File: config.mk
export PLATFORM = sky130hd
export DESIGN_NAME = bmdma_regs
export DESIGN_NICKNAME = d
export VERILOG_FILES = /design/src/rtl/bmdma_pkg.sv /design/src/rtl/bmdma_cmd_reg.sv /design/src/rtl/bmdma_stat_reg.sv /design/src/rtl/bmdma_ptr_reg.sv /design/src/rtl/bmdma_regs.sv
export SDC_FILE = /design/constraint.sdc
export NUM_CORES = 1
export LEC_CHECK = 0
export BUFFER_PORTS_ARGS = -buffer_cell sky130_fd_sc_hd__buf_4
export CAP_MARGIN = 20
export CORE_MARGIN = 3
export CORE_UTILIZATION = 32
export DETAILED_ROUTE_END_ITERATION = 8
export GPL_TIMING_DRIVEN = 0
export PLACE_DENSITY = 0.57
export SYNTH_ARGS = -nofsm -noshare
export SYNTH_HDL_FRONTEND = slang
export SYNTH_SLANG_ARGS = --single-unit
File: constraint.sdc
create_clock -name clk_i -period 3.2 [get_ports clk_i]
set_clock_uncertainty 0.1 [all_clocks]
set_input_delay 0.64 -clock clk_i [delete_from_list [all_inputs] [get_ports clk_i]]
set_output_delay 0.64 -clock clk_i [all_outputs]
set_load 0.005 [all_outputs]
File: src/rtl/bmdma_pkg.sv
package bmdma_pkg;
  localparam int LANES = 4;
  localparam int DW    = LANES * 8;

  localparam int CMD_LANE = 0;
  localparam int ST_LANE  = 2;

  localparam int          CMD_GO   = 0;
  localparam int          CMD_DIR  = 3;
  localparam logic [7:0]  CMD_KEEP = 8'h09;

  localparam int          ST_ACT  = 0;
  localparam int          ST_ERR  = 1;
  localparam int          ST_INT  = 2;
  localparam logic [7:0]  ST_FREE = 8'h60;

  localparam logic [7:0]  PTR_LOW_MASK = 8'hFC;
endpackage

File: src/rtl/bmdma_cmd_reg.sv
module bmdma_cmd_reg
  import bmdma_pkg::*;
(
  input  logic       clk_i,
  input  logic       rst_ni,
  input  logic       wr_i,
  input  logic [7:0] wdata_i,
  input  logic       active_i,
  output logic [7:0] cmd_o,
  output logic       go_rise_o,
  output logic       go_fall_o,
  output logic       start_o,
  output logic       cancel_o,
  output logic       reload_o
);
  logic [7:0] cmd_q;
  logic       start_q, cancel_q, reload_q;

  always_comb begin
    go_rise_o = wr_i &  wdata_i[CMD_GO] & ~cmd_q[CMD_GO];
    go_fall_o = wr_i & ~wdata_i[CMD_GO] &  cmd_q[CMD_GO];
  end

  always_ff @(posedge clk_i or negedge rst_ni) begin
    if (!rst_ni) begin
      cmd_q    <= '0;
      start_q  <= 1'b0;
      cancel_q <= 1'b0;
      reload_q <= 1'b0;
    end else begin
      if (wr_i) cmd_q <= wdata_i & CMD_KEEP;
      start_q  <= go_rise_o & ~active_i;
      cancel_q <= go_fall_o;
      reload_q <= go_rise_o;
    end
  end

  assign cmd_o    = cmd_q;
  assign start_o  = start_q;
  assign cancel_o = cancel_q;
  assign reload_o = reload_q;
endmodule

File: src/rtl/bmdma_stat_reg.sv
module bmdma_stat_reg
  import bmdma_pkg::*;
(
  input  logic       clk_i,
  input  logic       rst_ni,
  input  logic       wr_i,
  input  logic [7:0] wdata_i,
  input  logic       act_set_i,
  input  logic       act_clr_i,
  input  logic       err_set_i,
  input  logic       irq_i,
  output logic [7:0] stat_o
);
  logic       act_q, err_q, int_q, irq_q;
  logic [7:0] free_q;
  logic       err_w1c, int_w1c, irq_edge;

  always_comb begin
    err_w1c  = wr_i & wdata_i[ST_ERR];
    int_w1c  = wr_i & wdata_i[ST_INT];
    irq_edge = irq_i & ~irq_q;
  end

  always_ff @(posedge clk_i or negedge rst_ni) begin
    if (!rst_ni) begin
      act_q  <= 1'b0;
      err_q  <= 1'b0;
      int_q  <= 1'b0;
      irq_q  <= 1'b0;
      free_q <= '0;
    end else begin
      irq_q <= irq_i;
      if (act_set_i)      act_q <= 1'b1;
      else if (act_clr_i) act_q <= 1'b0;
      err_q <= (err_q & ~err_w1c) | err_set_i;
      int_q <= (int_q & ~int_w1c) | irq_edge;
      if (wr_i) free_q <= wdata_i & ST_FREE;
    end
  end

  always_comb begin
    stat_o         = free_q;
    stat_o[ST_ACT] = act_q;
    stat_o[ST_ERR] = err_q;
    stat_o[ST_INT] = int_q;
  end
endmodule

File: src/rtl/bmdma_ptr_reg.sv
module bmdma_ptr_reg
  import bmdma_pkg::*;
#(
  parameter int NL = LANES,
  localparam int W = NL * 8
) (
  input  logic          clk_i,
  input  logic          rst_ni,
  input  logic          wr_i,
  input  logic [NL-1:0] be_i,
  input  logic [W-1:0]  wdata_i,
  input  logic          reload_i,
  output logic [W-1:0]  base_o,
  output logic [W-1:0]  cur_o
);
  logic [W-1:0] base_q, cur_q;

  for (genvar l = 0; l < NL; l++) begin : g_lane
    localparam logic [7:0] KEEP = (l == 0) ? PTR_LOW_MASK : 8'hFF;
    always_ff @(posedge clk_i or negedge rst_ni) begin
      if (!rst_ni)              base_q[l*8 +: 8] <= '0;
      else if (wr_i && be_i[l]) base_q[l*8 +: 8] <= wdata_i[l*8 +: 8] & KEEP;
    end
  end

  always_ff @(posedge clk_i or negedge rst_ni) begin
    if (!rst_ni)       cur_q <= '0;
    else if (reload_i) cur_q <= base_q;
  end

  assign base_o = base_q;
  assign cur_o  = cur_q;
endmodule

File: src/rtl/bmdma_regs.sv
module bmdma_regs
  import bmdma_pkg::*;
(
  input  logic          clk_i,
  input  logic          rst_ni,
  input  logic          reg_sel_i,
  input  logic          reg_we_i,
  input  logic [LANES-1:0] reg_be_i,
  input  logic [DW-1:0] wr_data_i,
  output logic [DW-1:0] rd_data_o,
  input  logic          dev_irq_i,
  output logic          irq_o,
  input  logic          eng_done_i,
  input  logic          eng_err_i,
  output logic          active_o,
  output logic          dir_o,
  output logic          start_o,
  output logic          cancel_o,
  output logic          reload_o,
  output logic [DW-1:0] cur_ptr_o
);
  logic          cmd_wr, st_wr, ptr_wr;
  logic [7:0]    cmd_byte, stat_byte;
  logic          go_rise, go_fall;
  logic [DW-1:0] ptr_base;
  logic          reload_int;

  assign cmd_wr = reg_we_i & ~reg_sel_i & reg_be_i[CMD_LANE];
  assign st_wr  = reg_we_i & ~reg_sel_i & reg_be_i[ST_LANE];
  assign ptr_wr = reg_we_i &  reg_sel_i;

  bmdma_cmd_reg i_cmd (
    .clk_i     (clk_i),
    .rst_ni    (rst_ni),
    .wr_i      (cmd_wr),
    .wdata_i   (wr_data_i[CMD_LANE*8 +: 8]),
    .active_i  (stat_byte[ST_ACT]),
    .cmd_o     (cmd_byte),
    .go_rise_o (go_rise),
    .go_fall_o (go_fall),
    .start_o   (start_o),
    .cancel_o  (cancel_o),
    .reload_o  (reload_int)
  );

  bmdma_stat_reg i_stat (
    .clk_i     (clk_i),
    .rst_ni    (rst_ni),
    .wr_i      (st_wr),
    .wdata_i   (wr_data_i[ST_LANE*8 +: 8]),
    .act_set_i (go_rise & ~stat_byte[ST_ACT]),
    .act_clr_i (go_fall | eng_done_i),
    .err_set_i (eng_err_i),
    .irq_i     (dev_irq_i),
    .stat_o    (stat_byte)
  );

  bmdma_ptr_reg #(.NL(LANES)) i_ptr (
    .clk_i    (clk_i),
    .rst_ni   (rst_ni),
    .wr_i     (ptr_wr),
    .be_i     (reg_be_i),
    .wdata_i  (wr_data_i),
    .reload_i (go_rise),
    .base_o   (ptr_base),
    .cur_o    (cur_ptr_o)
  );

  always_comb begin
    if (reg_sel_i) begin
      rd_data_o = ptr_base;
    end else begin
      rd_data_o = '0;
      rd_data_o[CMD_LANE*8 +: 8] = cmd_byte;
      rd_data_o[ST_LANE*8 +: 8]  = stat_byte;
    end
  end

  assign reload_o = reload_int;
  assign irq_o    = dev_irq_i;
  assign active_o = stat_byte[ST_ACT];
  assign dir_o    = cmd_byte[CMD_DIR];
endmodule

==> impl_metrics.py <==
metrics = {
    "status": {
        "run_status": "finished clean",
    },
    "yosys": {
        "synth_simple_gate_area_share_pct": 7.84,
        "synth_xor_area_share_pct": 0,
        "avgSynthCellArea_um2": 15.2,
        "yosys.cell_count.top_type": "dfrtp_1",
        "synth_compound_area_share_pct": 1.10,
        "synth.mux.area_fraction_pct": 29.0,
        "seq_area_frac_synth_pct": 58.0,
        "ys.flop_type": "dfrtp_1",
        "postSynth.asyncResetShare_pct": 100,
        "yosysWarnings": 0,
        "synthCells": 201,
        "synth_top_family_by_area": "multiplexers",
        "synth_top_area_share_pct": 58.0,
        "yosys-top-cells-count": "dfrtp_1, mux2_2, mux2_4",
        "syn_area_um2": 3060,
        "ys_seq_elements": 71,
        "synth_edf_count": 0,
        "yosysTopAreaCell": "dfrtp_1",
        "synth.area.top_cells": "dfrtp_1, mux2_4, mux2_2, and2_1, nand3b_4",
        "synthAdderAreaFrac_pct": 0,
        "ys_types": 21,
    },
    "global_routing": {
        "grt_use_total_pct": 12.8,
        "grt-ovfl-total": 0,
        "antenna_found_initial": 0,
        "grt_pass1_vias": 2055,
        "grt_pass1_wl_um": 10800,
        "grt_max_degree": 72,
    },
    "sta": {
        "max_freq_mhz": 405,
        "setup_tns_ns": 0,
        "finalMaxSlewViolations": 0,
        "worstMarginPinSlew_ns": 0.902,
        "setup_viol_count_final": 0,
        "slew_headroom_pct": 39.9,
        "rsz0062_at_grt": "no",
        "fin_crit_ns": 2.47,
        "hold_viol": 0,
        "period_share_pct": 77.2,
        "holdWs_ns": 0.324,
    },
    "clocking": {
        "cts_root_buffer": "clkbuf_8",
        "cts_resized": 0,
        "cts_num_sinks": 71,
        "cts_tree": "built",
        "htree_num_levels": 3,
        "cts_made_buffers": 9,
        "clkTransAtPathRegs_ns": 0.08,
        "cts_buffer_depth": 2,
        "postCtsSetupBuffers": 0,
        "holdBufCountCts": 0,
        "clk_latency_ns": 0.33,
    },
    "routing": {
        "ant_nets": 0,
        "vias": 1943,
        "wire_per_inst_um": 14.7,
        "via_per_inst": 4.28,
        "drt_iter0_drc": 31,
        "routed_wl_um": 6680,
        "drc": 0,
        "drt_pass1_iterations": 4,
    },
    "pwr": {
        "switching_share_pct": 24.4,
        "pwr-share-comb_pct": 26.1,
        "totalPowerFinal_mw": 2.80,
        "peakVddDrop_uv": 254,
        "power_density_nw_per_um2": 656,
        "pwr-share-clk_pct": 29.3,
        "power_frac_seq_pct": 44.5,
        "p_sw_mw": 0.683,
        "p_leak_nw": 2.15,
        "internal_power_mw": 2.11,
    },
    "finish": {
        "finalNetCount": 363,
        "synthToLayoutAreaGrowth_pct": 39.0,
        "diodes": 0,
        "drive_above_1_share_pct": 62.5,
    },
    "critical_path": {
        "r2r_end": "i_ptr.cur_o[27]",
        "r2r_cells": 5,
        "cp_data_required_time_ns": 2.46,
        "path_class": "primary input to output pin",
        "worstSetupEndpointType": "output pin",
        "cp_max_fo": 10,
        "start_kind": "primary input",
        "r2r_slack_ns": 1.82,
        "r2r-start": "i_cmd.cmd_o[0]",
        "cp-endpoint": "rd_data_o[18]",
        "arrival_ns": 1.73,
        "critPathLaunch": "reg_sel_i",
    },
    "worst_hold_path": {
        "hp-class": "primary input to asynchronous set/reset pin",
    },
    "floorplanning": {
        "die_h_um": 104,
        "die_w_um": 104,
        "io_pins": 113,
        "initial_core_util_pct": 33.0,
        "core_um2": 9280,
        "die_area_um2": 10800,
        "fp-row-count": 35,
    },
    "placement": {
        "post-dp-hpwl_um": 4690,
        "numPortBuffers": 106,
        "gp_congestion": 0.692,
    },
    "flow_run": {
        "max-cap-violations": 0,
    },
}
-- worst max-delay path, stage by stage --
cell	delay, ns
buf_6	0.11
clkbuf_1	0.43
mux2_2	0.40
buf_4	0.13
-- stage by stage --
stage               instances  util [%]  instance area, um2  worst slack (ns)
CTS                       454      45.9                4260             0.657
global route              454      45.9                4260             0.611
detailed placement        438      43.4                4030             0.654
finish                    454      45.9                4260             0.730
global placement          438      43.4                4030             0.660
floorplan                 203         -                3070              1.09
-- sequential cells by signal (all words and copies together), names as in the netlist, 2 cells and up --
name,cells
i_cmd.cmd_o,2
i_ptr.base_o,30
i_ptr.cur_o,30
i_stat.free_q,2
-- how the worst min path moves through the flow --
stage                            start        endpoint  slack (ns)
final                           rst_ni  i_ptr.cur_o[6]        0.32
after CTS                    dev_irq_i    i_stat.irq_q        0.31
after detailed placement  i_stat.irq_q    i_stat.int_q        0.32
after global placement    i_stat.irq_q    i_stat.int_q        0.30
after global routing         dev_irq_i    i_stat.irq_q        0.31
after floorplan                 rst_ni  i_cmd.cancel_o        0.24
-- power groups by stage --
| stage | Combinational [mW] | Sequential [mW] | Clock, mW |
|---|---|---|---|
| 6_report | 0.731 | 1.25 | 0.820 |
| 5_1_grt | 0.796 | 1.28 | 0.884 |
| 4_1_cts | 0.747 | 1.25 | 0.850 |
| 3_5_place_dp | 0.747 | 1.26 | 0 |
| 3_3_place_gp | 0.739 | 1.26 | 0 |
| 2_1_floorplan | 0.347 | 1.25 | 0 |
-- final cells by class --
cell class | count | area, um2
fill | 883 | 5020
sequential | 71 | 1780
multi-input combinational | 114 | 1170
timing repair buffer | 106 | 796
tap | 129 | 161
clock buffer | 11 | 151
buffer | 12 | 95.1
clock inverter | 5 | 80.1
inverter | 6 | 25.0
-- cells in the final DEF, fill, tap and decap left out --
cell	count
clkinv_2	1
buf_2	1
nand2_1	1
nand3_1	4
nand3b_4	2
buf_8	1
and2_1	24
nor2_1	2
mux2_4	30
nor3_1	1
buf_6	3
buf_4	110
dfrtp_1	71
conb_1	3
clkbuf_1	3
clkinvlp_4	2
inv_4	1
mux2_2	39
clkbuf_8	11
bufinv_16	2
nand2b_1	1
nand3b_1	1
o311ai_0	1
o21ai_0	5
inv_1	5
-- routing by layer --
| metal | global-route usage (%) | vias to the layer above | wire length [um] |
|---|---|---|---|
| li1 | - | 920 | - |
| met1 | 16.6 | 950 | 3070 |
| met2 | 19.8 | 68 | 3070 |
| met3 | 5.28 | 5 | 494 |
| met4 | 3.13 | 0 | 44 |
| met5 | 0 | - | 0 |
-- cell families after synthesis --
group	after synthesis
AND/OR/NAND/NOR	36
flip-flops	71
AO/OA/AOI/OAI	6
multiplexers	69
other	1
buffers and inverters	18
Note: power is estimated with default switching activity, not from simulation.
